## config.mk

```make
export PLATFORM = sky130hd
export DESIGN_NAME = lcd_scan_timer
export DESIGN_NICKNAME = d
export VERILOG_FILES = /design/src/rtl/lcd_scan_timer.sv
export SDC_FILE = /design/constraint.sdc
export NUM_CORES = 1
export LEC_CHECK = 0
export ABC_AREA = 1
export BUFFER_PORTS_ARGS = -buffer_cell sky130_fd_sc_hd__buf_2
export CAP_MARGIN = 40
export CORE_MARGIN = 1.5
export CORE_UTILIZATION = 48
export DETAILED_ROUTE_END_ITERATION = 16
export GPL_ROUTABILITY_DRIVEN = 1
export PLACE_DENSITY = 0.84
export SYNTH_ARGS = -nofsm -noshare
export SYNTH_HDL_FRONTEND = slang
export SYNTH_SLANG_ARGS = --single-unit
```

## constraint.sdc

```tcl
create_clock -name clk -period 1.4 [get_ports clk]
set_input_delay 0.28 -clock clk [delete_from_list [all_inputs] [get_ports clk]]
set_output_delay 0.28 -clock clk [all_outputs]
set_load 0.05 [all_outputs]
```

## src/rtl/lcd_scan_timer.sv

```systemverilog
`timescale 1ns/1ps
module lcd_scan_timer #(
  parameter int SEG_W = 100,
  parameter int LINES = 33,
  parameter int DIV   = 16,
  localparam int LW   = $clog2(LINES + 1)
) (
  input  logic             clk,
  input  logic             rst,
  input  logic             master,
  input  logic             disp_on_i,
  input  logic [SEG_W-1:0] seg_row_i,
  input  logic             cl_i,
  input  logic             fr_i,
  input  logic             dof_n_i,
  output logic [LW-1:0]    line_addr_o,
  output logic [SEG_W-1:0] seg_row_o,
  output logic             cl_o,
  output logic             cl_oe,
  output logic             fr_o,
  output logic             fr_oe,
  output logic             dyo_o,
  output logic             dyo_oe,
  output logic             dof_n_o,
  output logic             dof_n_oe
);
  localparam int DW = (DIV > 1) ? $clog2(DIV) : 1;
  localparam logic [LW-1:0] LAST = LW'(LINES);
  localparam logic [LW-1:0] FIRST = LW'(1);

  logic [DW-1:0]    div_cnt;
  logic [LW-1:0]    line;
  logic             fr;
  logic [SEG_W-1:0] row_q;
  logic [2:0]       cl_sy, fr_sy;
  logic [1:0]       dof_sy;

  wire m_tick  = master && (div_cnt == DW'(DIV - 1));
  wire s_step  = !master && cl_sy[1] && !cl_sy[2];
  wire s_frchg = !master && (fr_sy[1] ^ fr_sy[2]);
  wire step    = m_tick || s_step;
  wire at_last = (line == LAST);
  wire disp_on = master ? disp_on_i : dof_sy[1];

  always_ff @(posedge clk) begin
    if (rst || !master)        div_cnt <= '0;
    else if (div_cnt == DW'(DIV - 1)) div_cnt <= '0;
    else                       div_cnt <= div_cnt + DW'(1);
  end

  always_ff @(posedge clk) begin
    if (rst) begin
      cl_sy  <= '0;
      fr_sy  <= '0;
      dof_sy <= '1;
    end else begin
      cl_sy  <= {cl_sy[1:0], cl_i};
      fr_sy  <= {fr_sy[1:0], fr_i};
      dof_sy <= {dof_sy[0], dof_n_i};
    end
  end

  always_ff @(posedge clk) begin
    if (rst || s_frchg) line <= FIRST;
    else if (step)      line <= at_last ? FIRST : line + FIRST;
  end

  always_ff @(posedge clk) begin
    if (rst)                    fr <= 1'b0;
    else if (!master)           fr <= fr_sy[1];
    else if (m_tick && at_last) fr <= ~fr;
  end

  always_ff @(posedge clk) begin
    if (rst)       row_q <= '0;
    else if (step) row_q <= seg_row_i;
  end

  assign line_addr_o = line;
  assign seg_row_o   = disp_on ? row_q : '0;
  assign cl_o        = master && (div_cnt < DW'(DIV / 2));
  assign fr_o        = fr;
  assign dyo_o       = master && at_last;
  assign dof_n_o     = master && disp_on_i;
  assign cl_oe       = master;
  assign fr_oe       = master;
  assign dyo_oe      = master;
  assign dof_n_oe    = master;

  AST_LINE_RANGE: assert property (@(posedge clk) disable iff (rst)
    (line >= FIRST) && (line <= LAST));
  AST_LINE_STEP: assert property (@(posedge clk) disable iff (rst)
    (step && !s_frchg) |=> (line == (($past(line) == LAST) ? FIRST : $past(line) + FIRST)));
  AST_FR_FLIP: assert property (@(posedge clk) disable iff (rst)
    (m_tick && at_last) |=> (fr != $past(fr)));
  AST_FR_HOLD: assert property (@(posedge clk) disable iff (rst)
    (master && !(m_tick && at_last)) |=> $stable(fr));
  AST_ROW_CAPTURE: assert property (@(posedge clk) disable iff (rst)
    step |=> (row_q == $past(seg_row_i)));
  AST_SLAVE_QUIET: assert property (@(posedge clk) disable iff (rst)
    !master |-> (!cl_oe && !fr_oe && !dyo_oe && !dof_n_oe && !dyo_o));
  AST_RESYNC: assert property (@(posedge clk) disable iff (rst)
    s_frchg |=> (line == FIRST));
endmodule

```

==> run metrics, run 1 <==
Root Driver clkbuf_8; PortBufs between 200 and 250; sequential fraction of the synthesis area between 40% and 50%; Synth area leader dfxtp_1; GPL Wtd Cong around 0.8; Initial Util between 40% and 50%; Place WS -0.264 ns; top post-synthesis cells by area dfxtp_1, nor2_1, o21ai_0, inv_1, buf_2; post-synth cell types 20; stopping stage 5_1_grt; Mapped Nets between 800 and 900; Placed Instances 1110; outcome stopped before the end; # IOs about 220; CTS buffer count 17; Syn Std Cell Area a little over 0.005 sq mm; clock sink count approximately 120; Post-Syn Area per Cell 6.71 sq um; CTS Buffer Depth 2; synth warn 0; Syn Inst Count 762; Rows 37; Post-DP Area around 0.0066 sq mm; DIE WIDTH 106 um; post-synthesis register bit count approximately 120; Final HPWL DP 9230 um; Worst EP Category primary output; largest net degree at the start of global routing 61; Die Y 106 um; Worst EP post-GRT repair seg_row_o[14]; error msg [ERROR DPL-0038] Utilization greater than 100%, impossible to legalize; post-synth top area share about 47%; H-Tree Depth 4
-- synthesized netlist by cell type --
cell      instances
a31oi_1           1
o21ai_0         102
xnor2_1           1
a21oi_2           1
buf_2            23
buf_4             6
nand3_1          11
inv_2             2
inv_1           118
o21bai_1          1
or2_2             2
nand2_1          22
clkinv_1          1
buf_6             8
nor2_1          321
a21oi_1           6
clkbuf_1         11
nand4_1           3
ha_1              3
dfxtp_1         119
-- per-stage QoR --
| stage | hold WS [ns] | util (%) | TNS (ns) |
|---|---|---|---|
| CTS | 0.000498 | 93.5 | -58.92 |
| detailed placement | 0.394 | 64.4 | -32.95 |
| global placement | 0.388 | 64.4 | -29.40 |
| floorplan | 0.384 | - | -28.06 |
-- what timing repair did --
action,CTS
hold buffers,73
hold endpoints to repair,73
gates cloned,23
setup buffers,20
resized for setup,328
pin swaps,16
endpoints found under the setup margin,164
-- kinds of logic after synthesis --
family,Yosys count,share of synthesized area (%)
flip-flops,119,46.6
AO/OA/AOI/OAI,111,11.0
AND/OR/NAND/NOR,359,26.9
buffers and inverters,169,14.6
XOR/XNOR,1,0.171
adder cells (fa/ha/maj),3,0.734
==> run 2: changes to the inputs <==
Settings changed: CORE_UTILIZATION 48 to 40, PLACE_DENSITY 0.84 to not set, PLACE_DENSITY_LB_ADDON set to 0.15.
==> run metrics, run 2 <==
Crit path required time about 1.1 ns; DIE WIDTH about 120 um; commonest cells after routing, fill and taps aside nor2_1, inv_1, dfxtp_1, buf_2, buf_6; Post-DP Area ~0.0066 sq mm; post-synth top area share between 40% and 50%; CTS buffer count 17; Sw Pwr roughly 2.6 mW; synth warn 0; Sw Share around 25%; CORE AREA between 0.01 and 0.015 sq mm; final worst-path cycle share 128%; design area roughly 0.010 sq mm; outcome finished with violations; Worst setup SP type register; Final setup viols 197; Rows a little over 40; Syn Std Cell Area 0.00511 sq mm; # IOs 221; Post-Syn Area per Cell 6.71 sq um; sequential share of power between 30% and 40%; GPL Wtd Cong approximately 0.77; reg-to-reg startpoint div_cnt[1]$_SDFF_PP0_; Root Driver clkbuf_16; Critical Path End Type primary output; met2 Use GR roughly two fifths; sequential fraction of the synthesis area around 47%; CP max FO 15; Power Density about 990 mW/mm^2; largest net degree at the start of global routing between 50 and 60; Synth async-reset ratio 0%; power share of the clock group between 40 and 50%; worst-margin pin slew roughly 0.32 ns; Post-synth EDFFs 0; Die Y 116 um; post-synth cell types 20; CP Class register to primary output; leading cell type in the layout, fill and taps excluded nor2_1; Final HPWL DP about 8700 um; Vias per Instance between 4 and 5; worst vdd ir roughly 0.8 mV; cts-stage hold buffer count 0; top post-synthesis cells by area dfxtp_1, nor2_1, o21ai_0, inv_1, buf_2; CP Launch Point dof_sy[1]$_SDFF_PP1_; most frequent cells after synthesis nor2_1, dfxtp_1, inv_1; Syn Inst Count roughly 760; leakage 4.28 nW; max-slew violations 0; H-Tree Depth 4; CTS Buffer Depth 2; clk_skew approximately 0.0073 ns; Logic pwr share about 17%; hold path start dof_n_i; max reg flops 100; failing checks negative setup slack; RSZ-0062 raised after global routing true; first-pass GRT wire length around 24000 um; post-synthesis register bit count approximately 120; Cell Int Power ~7.5 mW; antenna violations before repair 0; count leader, synth nor2_1; Hold Path Class input port to register; number of diodes 0; most flop-heavy register row_q; fin worst setup slack -0.388 ns; Worst-path clk slew about 0.05 ns; via count slightly below 6k; layout cell share with drive strength beyond 1 ~53%; Routed WL a little under 20000 um; GRT Total Usage roughly 23%; die area about 0.013 sq mm; Synth area leader dfxtp_1; Final Util 80.7%; grt peak-use layer met2; Mapped Nets 872; max-cap violation count 0; Post-DRT Antenna Nets 0; Max Freq around 0.56 GHz; DRT iter0 DRCs just under 400; met3 GRT Util between 6 and 7%; DR WL/cell around 16 um; PortBufs 220; Worst Path Arrival roughly 1.5 ns; DRT Pass-1 Iters 4; Area Overhead vs Synth 98.5%; Seq. cell area approximately 0.0024 sq mm; final hold vios 0; Slew HR between 70% and 80%; clk_lat worst skew around 0.41 ns; Layout Nets 1145; area of the multi-input gates around 0.0031 sq mm; Tmin final ~1.8 ns; Initial Util between 40% and 50%; GRT overflow 0; Layout fillers 764; GRT met1 Usage between 20 and 30%; Main synth FF type dfxtp_1; number of global-route vias before repair ~5.1k; clock sink count around 120; detailed-route DRC error count 0; CTS tree built
==> run 2: cell counts after synthesis <==
No cell type changed its count.
==> run 2: worst max-delay path: stages, from the launching register on <==
cell,delay (ns)
dfxtp_2,0.32
a21oi_4,0.18
buf_6,0.20
buf_16,0.17
nor2_1,0.07
buf_6,0.15
==> run 2: logic make-up (layout without fill, tap and decap cells) <==
| kind of cell | after synthesis | count (layout) | share of synthesized area, % |
|---|---|---|---|
| adders and majority gates | 3 | 3 | 0.734 |
| buffers and inverters | 169 | 455 | 14.6 |
| AOI/OAI and AO/OA | 111 | 111 | 11.0 |
| DFF | 119 | 119 | 46.6 |
| xor gates and xnor gates | 1 | 1 | 0.171 |
| and+or+nand+nor | 359 | 359 | 26.9 |
==> run 2: cell type report <==
| class | instances | share of cell area, % |
|---|---|---|
| repair buffers | 299 | 31.7 |
| flip-flops and latches | 119 | 23.6 |
| clock buffers | 23 | 4.71 |
| multi-input cells | 474 | 31.0 |
| well taps | 172 | 2.12 |
| clock inverters | 9 | 1.68 |
| repair inverters | 3 | 0.469 |
| inverters | 121 | 4.77 |
==> run 2: layer usage <==
metal	share of wire, %	vias up
li1	-	2859
met1	41	2715
met2	50	249
met3	7.0	40
met4	2.4	0
met5	0	-
==> run 2: stage by stage <==
stage	total power [mW]	TNS [ns]	setup WS (ns)	hold slack (ns)	std cells
floorplan	4.29	-28.06	-0.325	0.384	762
global placement	4.64	-30.58	-0.260	0.390	1140
detailed placement	4.64	-33.74	-0.283	0.392	1140
CTS	9.71	-38.98	-0.374	0.0410	1193
global route	10.4	-53.65	-0.454	0.0463	1220
finish	10.1	-40.02	-0.388	0.0534	1220
==> run 2: repair_timing <==
action | CTS | global route
gates resized for setup | 306 | 325
cloned | 13 | 25
endpoints found under the setup margin | 138 | 211
buffers inserted | 8 | 5
pin swaps | 6 | 40
==> run 2: path summary, 6_finish.rpt <==
path | end | slack [ns] | cells past startpoint
max reg2reg | row_q[57]$_SDFFE_PP0P_ | -0.13 | 9
max | seg_row_o[39] | -0.39 | 5
min reg2reg | cl_sy[1]$_SDFF_PP0_ | 0.40 | 2
min | dof_sy[0]$_SDFF_PP1_ | 0.05 | 2
==> run 2: power groups by stage <==
stage,registers [mW],logic [mW],clock network [mW]
6_report,3.58,1.68,4.80
5_1_grt,3.59,1.77,4.99
4_1_cts,3.56,1.33,4.82
3_5_place_dp,3.62,1.02,0
3_3_place_gp,3.62,1.01,0
2_1_floorplan,3.63,0.665,0
No activity file was read; power rests on OpenSTA's default activity.
==> run 3: changes to the inputs <==
Settings changed: CELL_PAD_IN_SITES_DETAIL_PLACEMENT set to 1, CELL_PAD_IN_SITES_GLOBAL_PLACEMENT set to 1, CORE_UTILIZATION 40 to 32.
==> run metrics, run 3 (synthesis gave the netlist of run 2 again) <==
antenna violations before repair 0; Hold Path Class input port to register; Final Util between 60% and 70%; worst-margin pin slew 0.334 ns; Highest Signal Layer met4; CTS tree built; max-slew violations 0; Slew HR between 70 and 80%; Layout fillers ~1.8k; Logic pwr share around 17%; GRT overflow 0; Met1 Routed Length 9440 um; Tmin final approximately 1.8 ns; cts-stage hold buffer count 0; CTS buffer count 17; metal3 WL 1130 um; sequential share of power a little under two fifths; clk_skew 0.00604 ns; CORE AREA 0.0158 sq mm; commonest cells after routing, fill and taps aside nor2_1, inv_1, dfxtp_1; most flop-heavy register row_q; GRT Total Usage about a quarter; worst vdd ir between 0.8 and 0.9 mV; max reg flops 100; Critical Path End Type primary output; Worst Path Arrival 1.55 ns; largest net degree at the start of global routing 62; PortBufs 220; DR WL/cell roughly 19 um; Initial Util approximately a third; Vias per Instance around 4.7; power consumption around 9.7 mW; H-Tree Depth 4; Final HPWL DP about 11000 um; Layout Nets between 1k and 1.5k; Seq. cell area between 0.002 and 0.0025 sq mm; # IOs between 200 and 250; Root Driver clkbuf_16; outcome finished with violations; detailed-route DRC error count 0; via count roughly 6k; Die Y between 100 and 150 um; area of the multi-input gates 0.00319 sq mm; Power Density about 960 mW/mm^2; Crit path required time approximately 1.1 ns; failing checks negative setup slack; die area 0.0167 sq mm; CP Class register to primary output; Rows 46; DIE WIDTH ~130 um; Met2 Wirelength between 10000 and 15000 um; Reg2Reg Setup Slack -0.24 ns; Sw Share roughly 28%; CTS Buffer Depth 2; leading cell type in the layout, fill and taps excluded nor2_1; number of global-route vias before repair 5911; power share of the clock group a little under half; clk_lat worst skew 0.42 ns; final hold vios 0; hold_ws just over 0.04 ns; max-cap violation count 0; first-pass GRT wire length about 30000 um; Sw Pwr approximately 2.8 mW; final worst-path cycle share 131%; Area Overhead vs Synth 98.6%; Post-DRT Antenna Nets 0; Worst setup SP type register; clock sink count 119; number of diodes 0; leakage approximately 4.2 nW; Worst-path clk slew around 0.060 ns; Cell Int Power approximately 7.0 mW; layout cell share with drive strength beyond 1 53.0%; Max Freq between 0.5 and 0.6 GHz; Routed WL around 24000 um; GPL Wtd Cong approximately 0.74; CP max FO 13; DRT iter0 DRCs 232; fin worst setup slack -0.429 ns; Final setup viols 204; DRT Pass-1 Iters 4; RSZ-0062 raised after global routing true
## run 3: changes by cell type in the layout (fill, tap and decap cells not counted), moves of 4 or more
cell       previous run  this run
buf_12               16        27
buf_4                25        38
buf_6               106       102
clkbuf_16            35        22
nor2_1              179       159
nor2_4               91       110
o21ai_0              20        57
o21ai_1              28        18
o21ai_2              49        25
## run 3: timing repair
item	in CTS	in global routing
hold endpoints to repair	0	0
resized for setup	284	363
pin swaps	14	40
endpoints found under the setup margin	206	214
buffers inserted	25	7
cloned	18	6
## run 3: power by group through the flow
stage | clock (mW) | sequential [mW] | combinational, mW
floorplan | 0 | 3.63 | 0.665
global placement | 0 | 3.62 | 1.07
detailed placement | 0 | 3.63 | 1.08
CTS | 4.51 | 3.56 | 1.39
global route | 4.69 | 3.59 | 1.76
finish | 4.49 | 3.58 | 1.67
## run 3: worst paths after layout
kind | endpoint | start | cells past startpoint
worst min register to register | cl_sy[1]$_SDFF_PP0_ | cl_sy[0]$_SDFF_PP0_ | 2
worst max-delay path | seg_row_o[62] | dof_sy[1]$_SDFF_PP1_ | 5
worst min-delay path | dof_sy[0]$_SDFF_PP1_ | dof_n_i | 2
worst max register to register | row_q[14]$_SDFFE_PP0P_ | div_cnt[1]$_SDFF_PP0_ | 9
## run 3: per-stage QoR
step                setup WS [ns]  instances  TNS [ns]  cell area [sq um]
finish                     -0.429       1270    -48.96              10100
global route               -0.497       1270    -61.01              10100
CTS                        -0.388       1268    -54.74               8910
detailed placement         -0.268       1193    -35.07               6780
global placement           -0.251       1193    -31.37               6780
floorplan                  -0.325        762    -28.06               5260
## run 3: cell type report
class | instances | share of cell area (%)
Multi-Input combinational cell | 474 | 31.5
Sequential cell | 119 | 23.5
Tap cell | 216 | 2.66
Timing Repair Buffer | 308 | 31.9
Clock inverter | 13 | 1.53
Clock buffer | 19 | 4.27
Inverter | 121 | 4.64
## run 3: metal layers
layer	global-route usage, %	vias up
met2	43.2	185
met3	6.03	43
met1	28.2	2929
met5	0	-
li1	-	2849
met4	7.34	0
## run 3: critical path, stage by stage, from the launching register on
cell	delay, ns
dfxtp_2	0.34
a21oi_4	0.07
buf_12	0.15
buf_4	0.17
nor2_1	0.16
buf_4	0.23
